===== config.mk =====
export PLATFORM = sky130hd
export DESIGN_NAME = pattern_player
export DESIGN_NICKNAME = d
export VERILOG_FILES = /design/src/rtl/pattern_player_pkg.sv /design/src/rtl/pattern_player_sync.sv /design/src/rtl/pattern_player_ctrl.sv /design/src/rtl/pattern_player_dp.sv /design/src/rtl/pattern_player.sv
export SDC_FILE = /design/constraint.sdc
export NUM_CORES = 1
export LEC_CHECK = 0
export BUFFER_PORTS_ARGS = -buffer_cell sky130_fd_sc_hd__buf_2
export CAP_MARGIN = 25
export CORE_MARGIN = 2
export CORE_UTILIZATION = 64
export CTS_BUF_LIST = sky130_fd_sc_hd__clkbuf_8
export CTS_CLUSTER_DIAMETER = 60
export DETAILED_ROUTE_END_ITERATION = 6
export PLACE_DENSITY = 0.95
export SLEW_MARGIN = 0
export SYNTH_ARGS = -nofsm -noshare
export SYNTH_HDL_FRONTEND = slang
export SYNTH_SLANG_ARGS = --single-unit
export TNS_END_PERCENT = 30

===== constraint.sdc =====
create_clock -name clk -period 3.3 [get_ports clk]
set_input_delay 0.33 -clock clk [delete_from_list [all_inputs] [get_ports clk]]
set_output_delay 0.33 -clock clk [all_outputs]
set_load 0.05 [all_outputs]

===== src/rtl/pattern_player_pkg.sv =====
package pattern_player_pkg;

  typedef enum logic [1:0] {
    AUX_TOGGLE = 2'd0,
    AUX_LEVEL  = 2'd1,
    AUX_BLANK  = 2'd2,
    AUX_NONE   = 2'd3
  } auxMode_e;

  typedef struct packed {
    logic sendBit;   // a pattern bit goes out this cycle
    logic flipBit;   // invert the bit going out
    logic idleBit;   // idle state requested
    logic nextHalf;  // half to play after the current repetition
  } ctrlStrobe_t;

endpackage


===== src/rtl/pattern_player_sync.sv =====
module pattern_player_sync #(
  parameter int WIDTH  = 2,
  parameter int STAGES = 2
) (
  input  logic             clk,
  input  logic             rstN,
  input  logic [WIDTH-1:0] asyncIn,
  output logic [WIDTH-1:0] syncLvl,
  output logic [WIDTH-1:0] syncPrev
);

  logic [STAGES:0][WIDTH-1:0] pipe;

  always_ff @(posedge clk or negedge rstN) begin
    if (!rstN) pipe <= '0;
    else       pipe <= {pipe[STAGES-1:0], asyncIn};
  end

  assign syncLvl  = pipe[STAGES-1];
  assign syncPrev = pipe[STAGES];

endmodule


===== src/rtl/pattern_player_ctrl.sv =====
module pattern_player_ctrl
  import pattern_player_pkg::*;
(
  input  logic        clk,
  input  logic        rstN,
  input  logic        altMode,
  input  logic [1:0]  auxMode,
  input  logic        idleEnable,
  input  logic        errLvl,
  input  logic        errPrev,
  input  logic        auxLvl,
  input  logic        auxPrev,
  output ctrlStrobe_t strobe
);

  auxMode_e modeSel;
  logic errRise, auxRise, idleNow, blankNow, sendNow, errNow;
  logic errPend, targetHalf;

  assign modeSel  = auxMode_e'(auxMode);
  assign errRise  = errLvl & ~errPrev;
  assign auxRise  = auxLvl & ~auxPrev;
  assign idleNow  = idleEnable & errLvl;
  assign blankNow = ~altMode & (modeSel == AUX_BLANK) & auxLvl;
  assign sendNow  = ~idleNow & ~blankNow;
  assign errNow   = ~idleEnable & (errRise | errPend);

  always_ff @(posedge clk or negedge rstN) begin
    if (!rstN) begin
      errPend    <= 1'b0;
      targetHalf <= 1'b0;
    end else begin
      errPend <= errNow & ~sendNow;
      if (altMode) begin
        if (modeSel == AUX_TOGGLE && auxRise) targetHalf <= ~targetHalf;
        else if (modeSel == AUX_LEVEL)        targetHalf <= auxLvl;
      end
    end
  end

  always_comb begin
    strobe.sendBit  = sendNow;
    strobe.flipBit  = errNow & sendNow;
    strobe.idleBit  = idleNow;
    strobe.nextHalf = altMode & targetHalf;
  end

endmodule


===== src/rtl/pattern_player_dp.sv =====
module pattern_player_dp
  import pattern_player_pkg::*;
#(
  parameter int HALF_DEPTH = 16,
  parameter int POS_W      = 4,
  parameter int LEN_W      = 5
) (
  input  logic              clk,
  input  logic              rstN,
  input  logic              wrEn,
  input  logic [POS_W:0]    wrAddr,
  input  logic              wrData,
  input  logic [LEN_W-1:0]  lenA,
  input  logic [LEN_W-1:0]  lenB,
  input  ctrlStrobe_t       strobe,
  output logic              dataOut,
  output logic              idleOut,
  output logic              activeHalf,
  output logic [POS_W-1:0]  posQ
);

  localparam int MEM_BITS = 2 * HALF_DEPTH;

  logic [MEM_BITS-1:0] memBits;
  logic [POS_W-1:0]    pos;
  logic                half;
  logic [LEN_W-1:0]    curLen;
  logic [LEN_W:0]      nextCount;
  logic                lastBit, readBit;

  always_ff @(posedge clk) begin
    if (wrEn) memBits[wrAddr] <= wrData;
  end

  assign readBit   = memBits[{half, pos}];
  assign curLen    = half ? lenB : lenA;
  assign nextCount = {{(LEN_W + 1 - POS_W){1'b0}}, pos} + (LEN_W + 1)'(1);
  assign lastBit   = (nextCount >= {1'b0, curLen}) || (pos == POS_W'(HALF_DEPTH - 1));

  always_ff @(posedge clk or negedge rstN) begin
    if (!rstN) begin
      pos     <= '0;
      half    <= 1'b0;
      dataOut <= 1'b0;
      idleOut <= 1'b0;
    end else begin
      dataOut <= strobe.sendBit & (readBit ^ strobe.flipBit);
      idleOut <= strobe.idleBit;
      if (lastBit) begin
        pos  <= '0;
        half <= strobe.nextHalf;
      end else begin
        pos  <= pos + POS_W'(1);
      end
    end
  end

  assign activeHalf = half;
  assign posQ       = pos;

endmodule


===== src/rtl/pattern_player.sv =====
module pattern_player
  import pattern_player_pkg::*;
#(
  parameter int HALF_DEPTH = 16,
  localparam int POS_W     = $clog2(HALF_DEPTH),
  localparam int LEN_W     = $clog2(HALF_DEPTH + 1)
) (
  input  logic             clk,
  input  logic             rstN,
  input  logic             wrEn,
  input  logic [POS_W:0]   wrAddr,
  input  logic             wrData,
  input  logic             altMode,
  input  logic [1:0]       auxMode,
  input  logic             idleEnable,
  input  logic [LEN_W-1:0] lenA,
  input  logic [LEN_W-1:0] lenB,
  input  logic             errAddIn,
  input  logic             auxIn,
  output logic             dataOut,
  output logic             idleOut,
  output logic             activeHalf
);

  logic [1:0]  syncLvl, syncPrev;
  ctrlStrobe_t strobe;
  logic [POS_W-1:0] posQ;

  pattern_player_sync #(.WIDTH(2), .STAGES(2)) uSync (
    .clk(clk), .rstN(rstN), .asyncIn({auxIn, errAddIn}),
    .syncLvl(syncLvl), .syncPrev(syncPrev)
  );

  pattern_player_ctrl uCtrl (
    .clk(clk), .rstN(rstN), .altMode(altMode), .auxMode(auxMode),
    .idleEnable(idleEnable),
    .errLvl(syncLvl[0]), .errPrev(syncPrev[0]),
    .auxLvl(syncLvl[1]), .auxPrev(syncPrev[1]),
    .strobe(strobe)
  );

  pattern_player_dp #(.HALF_DEPTH(HALF_DEPTH), .POS_W(POS_W), .LEN_W(LEN_W)) uDp (
    .clk(clk), .rstN(rstN), .wrEn(wrEn), .wrAddr(wrAddr), .wrData(wrData),
    .lenA(lenA), .lenB(lenB), .strobe(strobe),
    .dataOut(dataOut), .idleOut(idleOut), .activeHalf(activeHalf), .posQ(posQ)
  );

endmodule


==> results by stage, run 1 <==
Timing:
- The final hold violation count came to 0.
- Summed over all failing endpoints, the final setup total negative slack is 0 ns.
- At the pin with the least slew margin, the transition time is 0.724 ns.
- The final critical delay including setup and external delays is 2.41 ns.
- Setup repair after global routing left no endpoint under its margin.
- The number of max-slew violations in the final report is 0.
- Setup violations remaining at the end of the flow were counted as 0.
- The highest clock rate is 0.416 GHz.
- The final critical-path share of the clock period is 0.729.
- Across the routed clock network, the largest skew measured is 0.00345 ns.
- The setup slack of the critical path after layout is 0.895 ns.
- The relative max-transition margin is 0.517.

Synth:
- The net count of the mapped netlist is 199.
- The register area share after synthesis is 0.608.
- The mapped netlist covers 2200 um2.
- Synthesis handed over a netlist of 168 instances.
- In this run the mean area of a mapped cell was 13.1 um2.
- The number of distinct library cell variants in the gate-level netlist after synthesis is 35.
- For this run, the number of Yosys warnings is 0.
- The register bit count reported by yosys is 47.

Route:
- The total via count after detailed routing is 1404.
- The per-cell routed wire length is 16.7 um.
- The detail-routed via count per cell is 5.75.
- The count of nets left with antenna violations once routing finished came out at 0.
- The routed wire length is 4.08 mm.
- In this run, the number of DRC markers left after iteration 0 of detailed routing was 82.
- The pre-antenna-repair detailed-routing pass consisted of 4 iterations.
- The remaining routing DRC violations is 0.

Clocking:
- The clock sink count is 47.
- The CTS tree is done.
- The buffer cell driving the clock tree root is sky130_fd_sc_hd__clkbuf_8.
- After clock tree synthesis, the flow added hold-fix buffers numbering 1.
- The number of buffers on the longest clock path is 2.
- In this run, post-CTS repair resized a total of 0 instances.
- After clock tree synthesis, the clock-pin slew on the worst setup and hold paths is 0.08 ns.
- The number of buffers added for setup after CTS is 0.
- The clock latency on the worst-skew pair is 0.30 ns.
- The number of buffers created by CTS is 5.
- The H-tree was split into 2 levels.

Run status:
- The flow ran to the end, and the final reports show no timing, DRC or antenna violations.

Setup path:
- Among cell families on the critical path, the largest total delay comes from multiplexers.
- The slowest stage of the critical path is the sky130_fd_sc_hd__dfrtp_1 cell.
- STA classifies the critical path startpoint as a flop.
- The endpoint class of the critical path is a flop.
- The endpoint of the worst register-to-register path is uDp.dataOut$_DFF_PN0_.
- The category of the critical setup timing path is flop to flop.
- Counting both buffers and inverters, the worst setup path holds a total of 0.
- On the worst path, the slowest cell contributes a delay of 0.82 ns.
- STA puts the critical path data required time at 3.50 ns.
- Of all nets on the critical path, the largest fanout is 16.
- Traced cell by cell, the critical path runs through mux4_1 -> mux2_2 -> nand3_1 -> nand4_1 -> xor2_1 -> and3b_1.
- The critical path arrival is 2.60 ns.
- The setup slack of the worst register-to-register path is 0.89 ns.
- The cell count of the worst reg-to-reg path is 6.
- The beginning of the worst register-to-register path is uDp.posQ[0]$_DFF_PN0_.

Pwr:
- The post-route total power is 1.70 mW.
- The maximum resistive drop on vdd is 439 uV.
- The leakage power is 0.966 nW.
- The power per cell area is 683 nW/um2.

Cells and area:
- The number of nets in the finished design is 228.
- The fraction of final layout cells sized beyond drive strength 1 is 0.222.
- The finished cells cover 2490 um2.
- Counting the fill cells in the layout gives 209.
- The most frequent standard cell in the layout excluding fill and tap cells is sky130_fd_sc_hd__nor2_1.
- Leaving out fill and tap cells, the most frequent cells in the layout are sky130_fd_sc_hd__nor2_1, sky130_fd_sc_hd__edfxtp_1, sky130_fd_sc_hd__buf_2.
- The area growth from synthesis to layout is 13.3%.
- The repair_antennas step left the layout with diodes totalling 0.

Hold path:
- The number of cells on the worst hold path is 1.
- The worst min-delay path category is input pin to flop.
- The worst hold path terminates at uSync.pipe[1]$_DFF_PN0_.
- The startpoint of the most critical hold path is auxIn.

Floorplanning:
- From bottom edge to top edge, the die measures 62.6 um.
- In this run the horizontal extent of the chip is 62.6 um.
- In this run the count of I/O pins placed on the die edge is 28.
- The core region is 3310 um2.
- The die covers 3920 um2.
- The effective utilization at floorplan is 0.664.
- The count of standard-cell rows is 21.

GRT:
- The first global-routing pass estimated 6.89 mm of wire.
- The pin count of the biggest net entering global routing is 33.
- The via count of the first global-routing pass is 1478.
- For this run, the total global-route usage over all layers was measured as 0.233.
- The total overflow reported by the global router is 0.
- The initial antenna violation count is 0.

Place:
- The number of port buffers is 27.
- Detailed placement ended at an HPWL of 2.77 mm.
- The instance area at placement is 2360 um2.
- The placer's final routability congestion estimate is 0.740.
- Prior to clock tree synthesis, the placed netlist has a worst setup slack of 0.901 ns.

Job:
- Max-cap violations in this run came to 0.
[synthesized netlist by cell type]
master                      number  area, um2
sky130_fd_sc_hd__nor3_1          1       5.00
sky130_fd_sc_hd__ha_1            6       75.1
sky130_fd_sc_hd__inv_1           3       11.3
sky130_fd_sc_hd__nand3_1         4       20.0
sky130_fd_sc_hd__and2_1          2       12.5
sky130_fd_sc_hd__mux2_2          5       56.3
sky130_fd_sc_hd__mux2i_1        11        110
sky130_fd_sc_hd__a211oi_1        2       15.0
sky130_fd_sc_hd__o311ai_1        2       17.5
sky130_fd_sc_hd__o21ai_0         2       10.0
sky130_fd_sc_hd__nand2b_1        1       6.26
sky130_fd_sc_hd__buf_6           1       11.3
sky130_fd_sc_hd__and3b_1         2       17.5
sky130_fd_sc_hd__nand2_1         3       11.3
sky130_fd_sc_hd__nand4_1         1       6.26
sky130_fd_sc_hd__buf_2           1       5.00
sky130_fd_sc_hd__o21bai_1        1       7.51
sky130_fd_sc_hd__nand3b_1        5       37.5
sky130_fd_sc_hd__a21oi_1         2       10.0
sky130_fd_sc_hd__edfxtp_1       32        961
sky130_fd_sc_hd__dfrtp_1        15        375
sky130_fd_sc_hd__or3_1           3       18.8
sky130_fd_sc_hd__o21a_1          2       15.0
sky130_fd_sc_hd__a22oi_1         2       15.0
sky130_fd_sc_hd__or3b_2          3       26.3
sky130_fd_sc_hd__clkbuf_1        4       15.0
sky130_fd_sc_hd__xor2_1          2       17.5
sky130_fd_sc_hd__nand4bb_1       1       11.3
sky130_fd_sc_hd__mux4_1          3       78.8
sky130_fd_sc_hd__and3_1          1       6.26
sky130_fd_sc_hd__mux4_2          1       22.5
sky130_fd_sc_hd__a32o_1          1       10.0
sky130_fd_sc_hd__nor2_1         36        135
sky130_fd_sc_hd__xnor2_1         1       8.76
sky130_fd_sc_hd__nor2b_1         6       37.5
[kinds of logic after synthesis]
group                      count (synthesis)  synth area share
buffers and inverters                      9            0.0193
muxes                                     20             0.122
and+or+nand+nor                           69             0.160
xor gates and xnor gates                   3            0.0119
DFF                                       47             0.608
AOI/OAI and AO/OA                         14            0.0455
adders and majority gates                  6            0.0341
[layer usage]
metal / track usage / vias up / wire (um)
met5: 0 / - / 0
met4: 0.0667 / 0 / 67
met3: 0.0523 / 8 / 217
met2: 0.440 / 54 / 2250
met1: 0.264 / 662 / 1540
li1: - / 680 / -
[area by class of cell]
| cell class | count | area, um2 | area share |
|---|---|---|---|
| Inverter | 3 | 11.3 | 0.00452 |
| Sequential cell | 47 | 1340 | 0.536 |
| Tap cell | 46 | 57.6 | 0.0231 |
| Clock buffer | 6 | 82.6 | 0.0331 |
| Multi-Input combinational cell | 112 | 821 | 0.329 |
| Clock inverter | 2 | 38.8 | 0.0156 |
| Timing Repair Buffer | 28 | 145 | 0.0582 |
[registers in the layout, indices dropped and copies added (netlist names)]
register and flops:
uCtrl.targetHalf 1, uSync.syncLvl 2, uSync.syncPrev 2, uCtrl.errPend 1
uSync.pipe 2, uDp.posQ 4, uDp.idleOut 1, uDp.memBits 32
uDp.activeHalf 1, uDp.dataOut 1
[through the flow]
stage / util / hold slack, ns / std cells
CTS: 0.753 / 0.129 / 244
global placement: 0.713 / 0.231 / 235
finish: 0.753 / 0.131 / 244
floorplan: - / 0.0344 / 168
global route: 0.753 / 0.126 / 244
detailed placement: 0.713 / 0.246 / 235
[where the power goes]
| group | total (mW) | switching [mW] | internal [mW] |
|---|---|---|---|
| clock network | 0.441 | 0.192 | 0.249 |
| logic | 0.482 | 0.228 | 0.254 |
| registers | 0.778 | 0.104 | 0.675 |
| total | 1.70 | 0.523 | 1.18 |
[worst max path at each step]
stage                                       to  slack [ns]                       start  cells after the start
floorplan           uDp.activeHalf$_DFFE_PN0P_        0.78  uDp.activeHalf$_DFFE_PN0P_                      9
finish                   uDp.dataOut$_DFF_PN0_        0.89       uDp.posQ[0]$_DFF_PN0_                      6
CTS                      uDp.dataOut$_DFF_PN0_        0.87       uDp.posQ[0]$_DFF_PN0_                      6
global placement         uDp.dataOut$_DFF_PN0_        0.99       uDp.posQ[0]$_DFF_PN0_                      6
global route        uDp.activeHalf$_DFFE_PN0P_        0.74       uDp.posQ[0]$_DFF_PN0_                      7
detailed placement       uDp.dataOut$_DFF_PN0_        0.90       uDp.posQ[0]$_DFF_PN0_                      6
Power figures use the tool's default switching activity.
==> run 2, diff against run 1 <==
CORE_UTILIZATION = 59   (was 64)
PLACE_DENSITY = 0.89   (was 0.95)
clock period = 2.3 ns   (was 3.3 ns; I/O delays follow)
==> results by stage, run 2 (same netlist as run 1, synthesis figures left out) <==
Floorplanning:
- The effective utilization at floorplan was 0.605 (-0.0590).
- The number of placed I/O pins is 28 (unchanged).
- The area of the core was 3630 um2 (+9.8%).
- The full die area was 4230 um2 (+7.9%).
- The count of standard-cell rows is 22 (+4.8%).
- The height of the chip is 65.1 um (+3.9%).
- The die outline width is 65.1 um (+3.9%).

Clocking:
- The root buffer cell chosen for the clock tree is sky130_fd_sc_hd__clkbuf_8.
- The quantity of gates resized following cts is 0 (unchanged).
- The clock latency on the worst-skew pair came to 0.30 ns (about the same).
- The number of H-tree branching levels is 2 (unchanged).
- The clock sink count was 47 (unchanged).
- The CTS clock-pin slew for the worst setup and hold paths was 0.09 ns (about the same).
- The number of buffers added for setup after CTS is 0 (unchanged).
- The hold-fix buffer count after cts is 1 (unchanged).
- The number of buffers created by CTS is 5 (unchanged).
- TritonCTS built the clock tree.
- The number of buffers on the longest clock path is 2 (unchanged).

Timing:
- The relative max-transition margin is 0.700 (+0.183).
- The highest clock rate is 0.472 GHz (+14%).
- The final critical delay including setup and external delays is 2.12 ns (-0.287 ns).
- The final critical-path share of the clock period is 0.921 (+0.192).
- The final worst clock skew is 0.00910 ns (+0.00566 ns).
- The transition time of the tightest slew-check pin is 0.450 ns (-0.274 ns).
- The final hold violation count is 0 (unchanged).
- The number of max-slew violations in the final report is 0 (unchanged).
- The post-route setup TNS is 0 ns (unchanged).
- Setup repair after global routing left no endpoint under its margin.
- The number of setup violations in the final report is 0 (unchanged).

Hold path:
- The number of cells on the worst hold path is 1 (unchanged).
- The worst hold path begins at auxIn.
- In this run the worst hold path is classified as input pin to flop.
- The terminating pin of the worst hold path is uSync.pipe[1]$_DFF_PN0_.

Cells and area:
- Leaving out fill and tap cells, the most frequent cell in the layout is sky130_fd_sc_hd__nor2_1.
- The antenna diode count is 0 (unchanged).
- The fraction of final layout cells sized beyond drive strength 1 came to 0.235 (+0.0128).
- The top register by number of flip-flops is uDp.memBits.
- The flip-flop count of the largest register, all copies and words added came to 32 (unchanged).
- From synthesis to final layout, the design area changed by 12.6%.
- The final design instance area without fill is 2480 um2 (-0.65%).
- The number of nets in the finished design came to 230 (+0.88%).
- The core utilization of the finished layout is 0.681 (-0.0714).
- In the layout the commonest cells are sky130_fd_sc_hd__nor2_1, sky130_fd_sc_hd__edfxtp_1, sky130_fd_sc_hd__buf_2.

Route:
- The routed wire length is 3.74 mm (-8.1%).
- The iteration-0 DRC count of the detailed router is 55 (-33%).
- The detail-routed via count per cell was 5.71 (-0.84%).
- The antenna violation net count after detailed routing was 0 (unchanged).
- The per-cell routed wire length is 15.1 um (-9.6%).
- The remaining routing DRC violations is 0 (unchanged).
- The total via count after detailed routing is 1415 (+0.78%).
- The number of iterations in the first detailed-routing pass is 4 (unchanged).

Job:
- The max-cap check violation count is 0 (unchanged).

Pwr:
- The post-route total power is 2.32 mW (+36%).
- The leakage power is 0.961 nW (-0.47%).
- The maximum resistive drop on vdd came to 365 uV (-17%).
- The power per cell area came to 936 nW/um2 (+37%).

Setup path:
- The worst register-to-register path ends at uDp.activeHalf$_DFFE_PN0P_.
- The worst setup path is captured at a flop.
- The critical path arrival is 2.31 ns (-0.29 ns).
- The cell count of the worst reg-to-reg path is 8 (+2).
- The setup slack of the worst register-to-register path was 0.18 ns (-0.71 ns).
- The worst setup path is of the flop to flop kind.
- The required arrival time at the worst endpoint is 2.49 ns (-1.01 ns).
- STA classifies the critical path startpoint as a flop.
- The maximum fanout along the worst path is 9 (-7).
- The beginning of the worst register-to-register path is uDp.activeHalf$_DFFE_PN0P_.

GRT:
- The initial antenna violation count is 0 (unchanged).
- The global-route wire length before repair is 6.13 mm (-11%).
- The via count of the first global-routing pass is 1373 (-7.1%).
- The total track usage is 0.199 (-0.0347).
- The pin count of the biggest net entering global routing is 33 (unchanged).
- The total overflow reported by the global router came to 0 (unchanged).

Place:
- The placer's final routability congestion estimate was 0.882 (+19%).
- The number of port buffers came to 27 (unchanged).
- The half-perimeter wire length of the detailed placement result is 2.81 mm (+1.2%).
- The instance area at placement is 2380 um2 (+0.79%).

Run status:
- The run finished with clean final reports.
## run 2: cell count changes in the layout (fill, tap and decap cells not counted), sizes merged
| cell | change |
|---|---|
| buf | +2 |
| bufinv | -1 |
| clkbuf | -1 |
| clkinv | +1 |
| inv | +1 |
## run 2: how the worst max path moves through the flow
stage,start,slack (ns),to,cells past startpoint
after CTS,uDp.activeHalf$_DFFE_PN0P_,0.15,uDp.activeHalf$_DFFE_PN0P_,8
after detailed placement,uDp.activeHalf$_DFFE_PN0P_,0.17,uDp.activeHalf$_DFFE_PN0P_,8
final,uDp.activeHalf$_DFFE_PN0P_,0.18,uDp.activeHalf$_DFFE_PN0P_,8
after global placement,uDp.activeHalf$_DFFE_PN0P_,0.26,uDp.activeHalf$_DFFE_PN0P_,8
after floorplan,uDp.activeHalf$_DFFE_PN0P_,0.01,uDp.activeHalf$_DFFE_PN0P_,9
after global routing,uDp.activeHalf$_DFFE_PN0P_,0.07,uDp.activeHalf$_DFFE_PN0P_,8
## run 2: worst max-delay path, cell delays in order (launching register included)
cell and delay [ns]:
sky130_fd_sc_hd__dfrtp_2 0.49, sky130_fd_sc_hd__mux2_2 0.37, sky130_fd_sc_hd__ha_1 0.27, sky130_fd_sc_hd__nand2b_1 0.15
sky130_fd_sc_hd__a21oi_1 0.14, sky130_fd_sc_hd__nor2b_1 0.06, sky130_fd_sc_hd__o21a_1 0.18, sky130_fd_sc_hd__o21a_1 0.23
sky130_fd_sc_hd__mux2i_1 0.13
## run 2: where the power goes
part | switching (mW) | leakage (nW) | internal [mW]
combinational | 0.391 | 0.441 | 0.387
sequential | 0.0914 | 0.471 | 0.970
clock | 0.263 | 0.0488 | 0.213
## run 2: cell type report
| cell class | instances | area [um2] |
|---|---|---|
| flip-flops and latches | 47 | 1340 |
| fillers | 268 | 1160 |
| multi-input cells | 112 | 821 |
| repair buffers | 30 | 160 |
| clock buffers | 5 | 68.8 |
| well taps | 48 | 60.1 |
| clock inverters | 3 | 17.5 |
| inverters | 3 | 11.3 |
## run 2: routing by layer
layer | up-vias | GRT usage | part of all wire | wire (um)
met5 | - | 0 | 0 | 0
met4 | 0 | 0.0990 | 0.029 | 108
met3 | 10 | 0.0486 | 0.063 | 237
met2 | 53 | 0.330 | 0.48 | 1810
met1 | 674 | 0.243 | 0.42 | 1580
li1 | 678 | - | - | -
## run 2: through the flow
stage	instances	setup slack, ns	hold slack (ns)
after CTS	248	0.154	0.0187
after detailed placement	239	0.174	0.155
final	248	0.181	0.0268
after global placement	239	0.264	0.140
after floorplan	168	0.0105	-0.0656
after global routing	248	0.0709	0.0118
